File: src/rtl/dsc_pkg.sv
package dsc_pkg;

  typedef enum logic [3:0] {
    PH_AZ  = 4'b0001,
    PH_INT = 4'b0010,
    PH_DEP = 4'b0100,
    PH_DEN = 4'b1000
  } phase_e;

  // Packed BCD of a binary value, up to eight decimal digits.
  function automatic logic [31:0] to_bcd(input int unsigned v);
    logic [31:0] r;
    int unsigned x;
    x = v;
    r = '0;
    for (int i = 0; i < 8; i++) begin
      r[4*i +: 4] = 4'(x % 10);
      x = x / 10;
    end
    return r;
  endfunction

endpackage

File: src/rtl/dsc_tick_gen.sv
module dsc_tick_gen #(
  parameter int DIV = 4
) (
  input  logic clk,
  input  logic rst,
  output logic tick_o
);
  localparam int PW = (DIV > 2) ? $clog2(DIV) : 1;
  localparam logic [PW-1:0] PRE_LAST = PW'(DIV - 1);

  logic [PW-1:0] pre_q;

  always_ff @(posedge clk) begin
    if (rst)                 pre_q <= '0;
    else if (pre_q == PRE_LAST) pre_q <= '0;
    else                     pre_q <= pre_q + 1'b1;
  end

  assign tick_o = (pre_q == PRE_LAST);
endmodule

File: src/rtl/dsc_bcd_count.sv
module dsc_bcd_count #(
  parameter int DIGITS = 4
) (
  input  logic              clk,
  input  logic              rst,
  input  logic              clr,
  input  logic              inc,
  output logic [4*DIGITS-1:0] count_o,
  output logic [4*DIGITS-1:0] next_o
);
  // Ripple decimal increment of the current value.
  always_comb begin
    logic carry;
    carry = 1'b1;
    for (int i = 0; i < DIGITS; i++) begin
      if (carry) next_o[4*i +: 4] = (count_o[4*i +: 4] == 4'd9) ? 4'd0 : count_o[4*i +: 4] + 4'd1;
      else       next_o[4*i +: 4] = count_o[4*i +: 4];
      carry = carry & (count_o[4*i +: 4] == 4'd9);
    end
  end

  for (genvar g = 0; g < DIGITS; g++) begin : g_digit
    always_ff @(posedge clk) begin
      if (rst || clr) count_o[4*g +: 4] <= 4'd0;
      else if (inc)   count_o[4*g +: 4] <= next_o[4*g +: 4];
    end
  end
endmodule

File: src/rtl/dual_slope_seq.sv
module dual_slope_seq
  import dsc_pkg::*;
#(
  parameter int DIV          = 4,
  parameter int INT_COUNTS   = 1000,
  parameter int FULL_COUNTS  = 2000,
  parameter int CYCLE_COUNTS = 4000,
  parameter int DIGITS       = 4
) (
  input  logic                clk,
  input  logic                rst,
  input  logic                comp_i,
  output logic                az_o,
  output logic                int_o,
  output logic                de_pos_o,
  output logic                de_neg_o,
  output logic                done_o,
  output logic [4*DIGITS-1:0] reading_o,
  output logic                neg_o,
  output logic                ovr_o
);
  localparam int CW = $clog2(CYCLE_COUNTS);
  localparam int RW = 4 * DIGITS;
  localparam logic [CW-1:0] CYC_LAST = CW'(CYCLE_COUNTS - 1);
  localparam logic [CW-1:0] INT_LAST = CW'(INT_COUNTS - 1);
  localparam logic [CW-1:0] DE_LAST  = CW'(INT_COUNTS + FULL_COUNTS - 1);
  localparam logic [CW-1:0] RST_POS  = CW'(INT_COUNTS + FULL_COUNTS);

  logic          tick;
  phase_e        phase_q;
  logic [CW-1:0] cyc_q;
  logic [RW-1:0] cnt_q, cnt_nxt;
  logic          in_de, crossed, de_last, cnt_clr, cnt_inc;

  dsc_tick_gen #(.DIV(DIV)) u_tick (
    .clk    (clk),
    .rst    (rst),
    .tick_o (tick)
  );

  dsc_bcd_count #(.DIGITS(DIGITS)) u_cnt (
    .clk     (clk),
    .rst     (rst),
    .clr     (cnt_clr),
    .inc     (cnt_inc),
    .count_o (cnt_q),
    .next_o  (cnt_nxt)
  );

  assign in_de   = (phase_q == PH_DEP) || (phase_q == PH_DEN);
  assign crossed = (comp_i == (phase_q == PH_DEN));
  assign de_last = (cyc_q == DE_LAST);
  assign cnt_clr = tick && (phase_q == PH_INT) && (cyc_q == INT_LAST);
  assign cnt_inc = tick && in_de && !crossed;

  // Free-running cycle position; integrate begins at position zero.
  always_ff @(posedge clk) begin
    if (rst)              cyc_q <= RST_POS;
    else if (tick)        cyc_q <= (cyc_q == CYC_LAST) ? '0 : cyc_q + 1'b1;
  end

  always_ff @(posedge clk) begin
    if (rst) begin
      phase_q   <= PH_AZ;
      done_o    <= 1'b0;
      reading_o <= '0;
      neg_o     <= 1'b0;
      ovr_o     <= 1'b0;
    end else begin
      done_o <= 1'b0;
      if (tick) begin
        unique case (phase_q)
          PH_AZ:  if (cyc_q == CYC_LAST) phase_q <= PH_INT;
          PH_INT: if (cyc_q == INT_LAST) phase_q <= comp_i ? PH_DEP : PH_DEN;
          default: begin
            if (crossed || de_last) begin
              phase_q   <= PH_AZ;
              done_o    <= 1'b1;
              reading_o <= crossed ? cnt_q : cnt_nxt;
              ovr_o     <= !crossed;
              neg_o     <= (phase_q == PH_DEN);
            end
          end
        endcase
      end
    end
  end

  assign az_o     = phase_q[0];
  assign int_o    = phase_q[1];
  assign de_pos_o = phase_q[2];
  assign de_neg_o = phase_q[3];
endmodule

File: config.mk
export PLATFORM = sky130hd
export DESIGN_NAME = dual_slope_seq
export DESIGN_NICKNAME = d
export VERILOG_FILES = /design/src/rtl/dsc_pkg.sv /design/src/rtl/dsc_tick_gen.sv /design/src/rtl/dsc_bcd_count.sv /design/src/rtl/dual_slope_seq.sv
export SDC_FILE = /design/constraint.sdc
export NUM_CORES = 1
export LEC_CHECK = 0
export BUFFER_PORTS_ARGS = -buffer_cell sky130_fd_sc_hd__buf_4
export CAP_MARGIN = 15
export CORE_MARGIN = 5
export CORE_UTILIZATION = 34
export CTS_BUF_LIST = sky130_fd_sc_hd__clkbuf_4 sky130_fd_sc_hd__clkbuf_8
export DETAILED_ROUTE_END_ITERATION = 8
export PLACE_DENSITY_LB_ADDON = 0.15
export SLEW_MARGIN = 20
export SYNTH_ARGS = -nofsm -noshare
export SYNTH_HDL_FRONTEND = slang
export SYNTH_SLANG_ARGS = --single-unit
File: constraint.sdc
create_clock -name clk -period 2.6 [get_ports clk]
set_input_delay 0.39 -clock clk [delete_from_list [all_inputs] [get_ports clk]]
set_output_delay 0.39 -clock clk [all_outputs]
set_load 0.05 [all_outputs]
Word-level counts from Yosys, hierarchy flattened --
Cells that the tools add are included.
Storage, ports and cells: word-level logic and storage cells 65, output and inout bits 23, register bits after elaboration 53, input port bits 3
Operators by class: bitwise logic cells 4, equal/unequal tests 15, add/sub/neg operators 6, mux-type cells 15, reduce and logical (&&, ||, !) cells 14
Operator list (number):
- 4-bit two-way mux | 11
- 12-bit == test, second input constant | 2
- 4-bit == test, second input constant | 5
- 4-bit by 1-bit adder with 4-bit output, second input constant | 4
- 16-bit two-way mux | 1
- 12-bit by 1-bit adder with 12-bit output, second input constant | 1
- 12-bit by 10-bit == test with 1-bit output, second input constant | 1
- 12-bit two-way mux | 1
- 4-bit one-hot mux with 2 select lines | 1
- 4-bit by 1-bit == test with 1-bit output, second input constant | 1
- 4-bit by 2-bit == test with 1-bit output, second input constant | 1
- 4-bit by 3-bit == test with 1-bit output, second input constant | 1
- 1-bit logical AND | 4
- 4-bit AND reduction | 1
- 2-bit OR reduction | 2
- 4-bit OR reduction | 1
- 1-bit logical OR | 3
- 3-bit AND reduction | 1
- 3-bit nonzero test | 1
- 2-bit by 1-bit adder with 2-bit output, second input constant | 1
- 1-bit AND | 2
- 2-bit == test, second input constant | 1
- 2-bit by 1-bit inequality test with 1-bit output, second input constant | 1
- 2-bit inequality test, second input constant | 1
- other kinds (4) | 5

Depth between registers and ports, before layout --
Gate-level depths: netlist of the first run.
depth after elaboration 5, gate-level depth with buffers 8, gate-level depth less buffers 6

Cells and area by module --
Synthesis of the first run repeated with hierarchy kept, for this count alone.
Unflattened totals: cell total of the unflattened synthesis 336, area total of the unflattened synthesis 2891.5 um2
Modules (own cells, without submodules):
- dual_slope_seq | seq. area each 700.7 um2, times used 1, cells each 194, area each 1737.9 um2
- dsc_bcd_count | seq. area each 320.3 um2, times used 1, cells each 137, area each 1078.5 um2
- dsc_tick_gen | seq. area each 40.0 um2, times used 1, cells each 5, area each 75.1 um2

Least setup slack after synthesis of the first run --
Ideal clock, no wire load.
path type register -> register, from reg phase_q[3], to reg u_cnt.count_o[11], clock period less this slack 2.287 ns, slack 0.313 ns, stages on the path, launching flop included 6, data required time 2.483 ns, data arrival time 2.169 ns, path buffers 0, setup time 0.117 ns, path through dfxtp_1 > or3b_1 > a2111oi_4 > and3_1 > a21oi_1 > a32o_1
Between the ends: cells in the longest elaborated chain, start to end 4, elaborated cells between the ends (all ways) 11, classes of those cells 4 x eq/ne; 7 x reduce/logical
RTL lines:
- start, declared | RTL line dual_slope_seq.sv:30 | phase_e phase_q;
- start signal, assigned | RTL line dual_slope_seq.sv:74 | PH_INT: if (cyc_q == INT_LAST) phase_q <= comp_i ? PH_DEP : PH_DEN;
- 4-bit == test, or another cell as far along | RTL line dual_slope_seq.sv:50, dual_slope_seq.sv:51
- 1-bit == test, or another cell as far along | RTL line dual_slope_seq.sv:51 | assign crossed = (comp_i == (phase_q == PH_DEN));
- 1-bit zero test, or another cell as far along | RTL line dual_slope_seq.sv:54 | assign cnt_inc = tick && in_de && !crossed;
- 1-bit logical AND or 1-bit logical OR (tied branches) | RTL line dual_slope_seq.sv:54, dsc_bcd_count.sv:24
- end signal, assigned by index | RTL line dsc_bcd_count.sv:25 | else if (inc) count_o[4*g +: 4] <= next_o[4*g +: 4];
- end, declared | RTL line dsc_bcd_count.sv:8 | output logic [4*DIGITS-1:0] count_o,
Several ways; a longest one is shown, not always the timed one. A chain may end at the register's enable or synchronous reset.

Worst setup path after layout of the first run --
from reg u_tick.pre_q[0], to reg u_cnt.count_o[11]
Between the ends: cells in the longest elaborated chain, start to end 4, elaborated cells between the ends (all ways) 6, classes of those cells 1 x eq/ne; 5 x reduce/logical
RTL lines:
- start, declared | RTL line dsc_tick_gen.sv:11 | logic [PW-1:0] pre_q;
- start signal, assigned | RTL line dsc_tick_gen.sv:16 | else pre_q <= pre_q + 1'b1;
- 2-bit == test * | RTL line dsc_tick_gen.sv:19 | assign tick_o = (pre_q == PRE_LAST);
- 1-bit logical AND (2 in series) | RTL line dual_slope_seq.sv:53 | assign cnt_clr = tick && (phase_q == PH_INT) && (cyc_q == INT_LAST);
- 1-bit logical OR | RTL line dsc_bcd_count.sv:24 | if (rst || clr) count_o[4*g +: 4] <= 4'd0;
Mark *: on every way between the ends. The rest lies on a longest branch, timed or not.

==> flow_summary.toml, run 1 <==
[outcome]
outcome = "finished clean"

[pwr]
leakagePower_uw = 0.00117
power_density_mw_per_mm2 = 432
ir_drop_uv = 202

[clocking]
insertion_delay_ns = 0.30
cts_hold_buf = 0
cts_sinks = 53
cts_buffers = 5
postCtsSetupBuffers = 0
htreeDepth = 2
clkTransAtPathRegs_ns = 0.09
cts_tree = "built"
clockBufferDepth = 2
root_buffer = "clkbuf_8"
cts.repair.resized = 0

[timing]
slew_viol_final = 0
min_period_ns = 2.32
grt_setup_unrepaired = "no"
timing.final.crit_share = 0.891
tightestPinTransition_ns = 0.661
slew_headroom = 0.553
tns_ns = 0
hold_viol = 0
skew_ns = 0.00572
setup-violations-final = 0
fmax_mhz = 432

[floorplanning]
fp-row-count = 32
die_w_um = 100
die_h_um = 100
core_area_mm2 = 0.00781
die_area_mm2 = 0.0100
io_pins = 26
start_util = 0.353

[routing]
dr.first_iter.drc_count = 117
postRouteAntennaNets = 0
via_count = 2287
drt-wirelength-per-cell_um = 13.9
drc = 0
wl_um = 6180
dr.pass1.iters = 4
viasPerCell = 5.14

[logic_synthesis]
synth_top_family_by_area = "simple AND/OR/NAND/NOR gates"
synth.top_cell.area_share = 0.385
synth_edf_count = 0
synth.area.top_cells = "dfxtp_1 39%, nor2_1 5.9%, xnor2_1 4.8%"
syn_inst = 319
synth_area_mm2 = 0.00276
yosys.area.top_type = "dfxtp_1"
synth_mux_area_frac = 0.0291
yosysWarnings = 0
yosysSeqAreaShare = 0.385
synth_fa_ha_area_frac = 0.00908
synth.most_common_cell = "dfxtp_1"
synth-async-reset-ratio = 0
synth_simple_gate_area_frac = 0.285
syn_nets = 324
ys_types = 53
ys_seq_elements = 53
postSynthAreaPerCell_um2 = 8.64
synth_compound_area_frac = 0.158
synth_xor_area_frac = 0.0913
synthFlopType = "dfxtp_1"
yosys-top-cells-count = "53 x dfxtp_1, 43 x nor2_1, 24 x nand2_1"

[grt]
grt_pass1_vias = 2117
grt_max_degree = 41
antenna_found_initial = 0
grt_usage = 0.128
overflow = 0
grt_pass1_wl_um = 10500

[worst_hold_path]
hp-class = "in -> reg"
worstHoldPathCells = 3

[layout]
fillCellCount = 828
syn_to_final_growth_pct = 14.4
multi_input_area_mm2 = 0.00158
fin_area_mm2 = 0.00315
final_layout_size_suffix_gt1_frac = 0.157
ff_latch_area_mm2 = 0.00106
antennaDiodeCount = 0
layout.nets = 347

[critical_path]
cp-start-kind = "register"
worstSetupPathType = "reg -> reg"
worstPathMaxFanout = 11
r2r_cells = 6
end_kind = "register"
worstPathRequired_ns = 2.81
crit_arrival_ns = 2.52

[run]
max-cap-violations = 0

[placement]
port_buffers = 25
gp_congestion = 0.800
placed_area_mm2 = 0.00306
dp_hpwl_um = 4290
==> routing by layer <==
layer  part of all wire  vias up  track usage  wire [um]
li1                   -     1183            -          -
met1               0.51     1064        0.171       3170
met2               0.44       32        0.209       2740
met3              0.031        8       0.0229        189
met4              0.013        0       0.0404         81
met5                  0        -            0          0
==> worst paths after layout <==
| path | from | end | slack, ns |
|---|---|---|---|
| max reg2reg | u_tick.pre_q[0] | u_cnt.count_o[11] | 0.28 |
| min | comp_i | phase_q[2] | 0.41 |
| max | u_tick.pre_q[0] | u_cnt.count_o[11] | 0.28 |
| min reg2reg | u_tick.pre_q[0] | u_tick.pre_q[0] | 0.43 |
==> cells by family after synthesis <==
group,after synthesis
compound gates,56
buf+inv,25
flops,53
xor+xnor,27
simple gates,148
fa+ha+maj,2
mux,8
==> worst max-delay path: stages (launching register included) <==
cell and delay [ns]:
dfxtp_1 0.34, ha_1 0.37, or3b_2 0.48, nor4_1 0.35, a21o_1 0.36, inv_1 0.07
a32o_1 0.24
==> flip-flops by register name, indices dropped and copies added, names as in the netlist <==
signal,cells
phase_q,4
done_o,1
cyc_q,12
u_cnt.count_o,16
neg_o,1
u_tick.pre_q,2
ovr_o,1
reading_o,16
==> per-stage QoR <==
step / hold slack, ns / instances / total power, uW / setup slack (ns) / utilization
2_1_floorplan: 0.404 / 319 / 877 / 0.313 / -
3_3_place_gp: 0.410 / 437 / 892 / 0.368 / 0.392
3_5_place_dp: 0.417 / 437 / 893 / 0.295 / 0.392
4_1_cts: 0.397 / 445 / 1390 / 0.281 / 0.404
5_1_grt: 0.393 / 445 / 1420 / 0.122 / 0.404
6_report: 0.409 / 445 / 1360 / 0.283 / 0.404
==> cells in the final DEF (no fill, tap or decap), types with 6 or more instances in the layout <==
cell type	count
xor2_1	10
o21bai_1	7
mux2i_1	8
nor3_1	6
a311oi_1	7
o21ai_0	9
xnor2_1	15
a21oi_1	7
nand4_1	11
buf_4	37
dfxtp_1	53
nand2_1	24
a211oi_1	8
nor2_1	43
nand3_1	19
nor2b_1	11
==> power by group <==
group	switching, uW	internal [uW]	total, uW
clock	266	224	490
combinational	35.5	18.4	53.9
sequential	2.70	816	819
total	305	1060	1360
==> area by class of cell <==
type / instances / area share
Inverter: 4 / 0.00476
Sequential cell: 53 / 0.337
Clock buffer: 8 / 0.0290
Timing Repair Buffer: 37 / 0.0881
Tap cell: 102 / 0.0405
Multi-Input combinational cell: 241 / 0.501
Note: power is estimated with default switching activity, not from simulation.
==> run 2, diff against run 1 <==
--- a/config.mk
+++ b/config.mk
@@ -15,4 +15,5 @@
 export SLEW_MARGIN = 20
 export SYNTH_ARGS = -nofsm -noshare
 export SYNTH_HDL_FRONTEND = slang
+export SYNTH_HIERARCHICAL = 1
 export SYNTH_SLANG_ARGS = --single-unit
==> run 2 against run 1 <==
Maximum frequency shrank 2.6%. Worst hold slack lost 0.099 ns. Sequential power is essentially flat. Clock-buffer cell count shrank 3. Clock skew grew 0.011 ns. Final cell count grew 3.6%. Clock power grew 22%. Setup slack lost 0.062 ns. Critical endpoint is now phase_q[2]. Area after synthesis grew 5.0%. Via count grew 4.5%. Routed wire length grew 1.6%. Global-route usage shrank 0.22 points.
==> flow_summary.toml, run 2 <==
[timing]
skew_ns = 0.0164
tns_ns = 0
fmax_mhz = 420
hold_viol = 0
setup-violations-final = 0
slew_viol_final = 0
holdWs_ns = 0.310
timing.final.crit_share = 0.915
grt_setup_unrepaired = "no"
tightestPinTransition_ns = 0.969
min_period_ns = 2.38
slew_headroom = 0.351

[clocking]
root_buffer = "clkbuf_8"
cts_hold_buf = 0
cts_tree = "built"
insertion_delay_ns = 0.32
cts_sinks = 53
htreeDepth = 2
postCtsSetupBuffers = 0
clockBufferDepth = 2
clkTransAtPathRegs_ns = 0.10
cts.repair.resized = 0
cts_buffers = 5

[grt]
grt_max_degree = 42
grt_pass1_vias = 2243
gr-usage-met2 = 0.214
met3_usage = 0.0253
grt_pass1_wl_um = 10700
grt_usage = 0.126
grtUsageMet1 = 0.164
grt_busiest_layer = "met2"
antenna_found_initial = 0
overflow = 0

[logic_synthesis]
postSynthAreaPerCell_um2 = 8.61
syn_nets = 341
ys_types = 60
synth_simple_gate_area_frac = 0.309
yosysSeqAreaShare = 0.367
synth_fa_ha_area_frac = 0.00865
yosysWarnings = 6
syn_inst = 336
synth_top_family_by_area = "simple AND/OR/NAND/NOR gates"
synth-async-reset-ratio = 0
synth_xor_area_frac = 0.0844
yosys-top-cells-count = "53 x dfxtp_1, 53 x nand2_1, 40 x nor2_1"
synth.area.top_cells = "dfxtp_1 37%, nand2_1 6.9%, nor2_1 5.2%"
synth_edf_count = 0
yosys.area.top_type = "dfxtp_1"
synth_compound_area_frac = 0.170
synth_mux_area_frac = 0.0199
synth.top_cell.area_share = 0.367
synthFlopType = "dfxtp_1"
ys_seq_elements = 53
synth_area_mm2 = 0.00289

[critical_path]
worstPathMaxFanout = 18
path_cells = "nor4b_4, xnor2_2, a32oi_2, or3b_2, o41ai_1"
worstSetupPathType = "reg -> reg"
cp-endpoint = "phase_q[2]"
max_stage_delay_ns = 0.76
r2r_cells = 5
path_buf_inv = 0
crit_cells = 5
end_kind = "register"
worstPathRequired_ns = 2.80
crit_start = "phase_q[2]"
r2r_start = "phase_q[2]"
cp-start-kind = "register"
ff2ff_setup_slack_ns = 0.22
cp_top_family = "XOR/XNOR gates"
crit_arrival_ns = 2.58
crit_path_top_delay_cell = "xnor2_2"
rr_endpoint = "phase_q[2]"

[placement]
dp_hpwl_um = 4400
dp_cells = 453
gp_congestion = 0.776
port_buffers = 25

[floorplanning]
core_area_mm2 = 0.00826
start_util = 0.350
die_w_um = 102
die_area_mm2 = 0.0104
fp-row-count = 33
io_pins = 26
die_h_um = 102

[routing]
viasPerCell = 5.18
drc = 0
drt-wirelength-per-cell_um = 13.6
postRouteAntennaNets = 0
via_count = 2389
wl_um = 6280
dr.pass1.iters = 4
dr.first_iter.drc_count = 127

[pwr]
leakagePower_uw = 0.00114
ir_drop_uv = 213
p_clk_frac = 0.406
pwr-share-seq = 0.558
pwr-share-comb = 0.036
net-switching-power_uw = 338
swShare = 0.230
p_int_uw = 1130
power_density_mw_per_mm2 = 446

[layout]
final_layout_size_suffix_gt1_frac = 0.183
layout.nets = 360
reg_top3 = "reading_o (16), u_cnt/count_o (16), cyc_q (12)"
antennaDiodeCount = 0
final_cell_mix = "53 x nand2_1, 53 x dfxtp_1, 40 x nor2_1"
fillCellCount = 893
syn_to_final_growth_pct = 13.9
final_cells = 461

[outcome]
outcome = "finished clean"

[run]
max-cap-violations = 0

[worst_hold_path]
hp-class = "in -> reg"
run 2: final cells by class:
class                           instances  area [um2]  area share
Tap cell                              105         131      0.0399
Timing Repair Buffer                   30         238      0.0722
Clock inverter                          3        50.0      0.0152
Multi-Input combinational cell        256        1710       0.519
Sequential cell                        53        1060       0.322
Inverter                                9        33.8      0.0103
Clock buffer                            5        68.8      0.0209
run 2: cell families after synthesis:
logic type | count (synthesis)
compound gates | 57
xor+xnor | 27
fa+ha+maj | 2
buf+inv | 27
flops | 53
mux | 5
simple gates | 165
run 2: worst reg2reg max path, cell delays in order, from the launching register on:
cell     delay [ns]
dfxtp_1        0.54
nor4b_4        0.11
xnor2_2        0.76
a32oi_2        0.30
or3b_2         0.50
o41ai_1        0.07
run 2: power by group through the flow:
stage	Combinational, uW	Clock (uW)	Sequential (uW)
finish	52.7	596	820
detailed placement	54.2	0	839
CTS	54.1	627	820
global placement	53.7	0	838
floorplan	39.0	0	838
global route	59.6	661	821
run 2: worst min-delay path by stage:
stage | start | to | slack (ns) | depth (start not counted)
after detailed placement | u_tick/pre_q[0] | u_tick/pre_q[0] | 0.45 | 1
after floorplan | u_tick/pre_q[0] | u_tick/pre_q[0] | 0.41 | 1
after global placement | u_tick/pre_q[0] | u_tick/pre_q[0] | 0.42 | 1
after global routing | comp_i | phase_q[3] | 0.31 | 2
final | comp_i | phase_q[3] | 0.31 | 2
after CTS | comp_i | phase_q[3] | 0.30 | 2
run 2: metal layers:
| layer | vias to the layer above | routed length (um) |
|---|---|---|
| met5 | - | 0 |
| met4 | 0 | 39 |
| met3 | 5 | 151 |
| met2 | 21 | 3110 |
| met1 | 1131 | 2980 |
| li1 | 1232 | - |
run 2: per-stage QoR:
stage	utilization	setup WS [ns]	total power [uW]	cell area, um2
floorplan	-	0.115	877	2890
global placement	0.384	0.280	892	3170
detailed placement	0.384	0.203	893	3170
CTS	0.399	0.183	1500	3290
global route	0.399	0.0184	1540	3290
finish	0.399	0.221	1470	3290
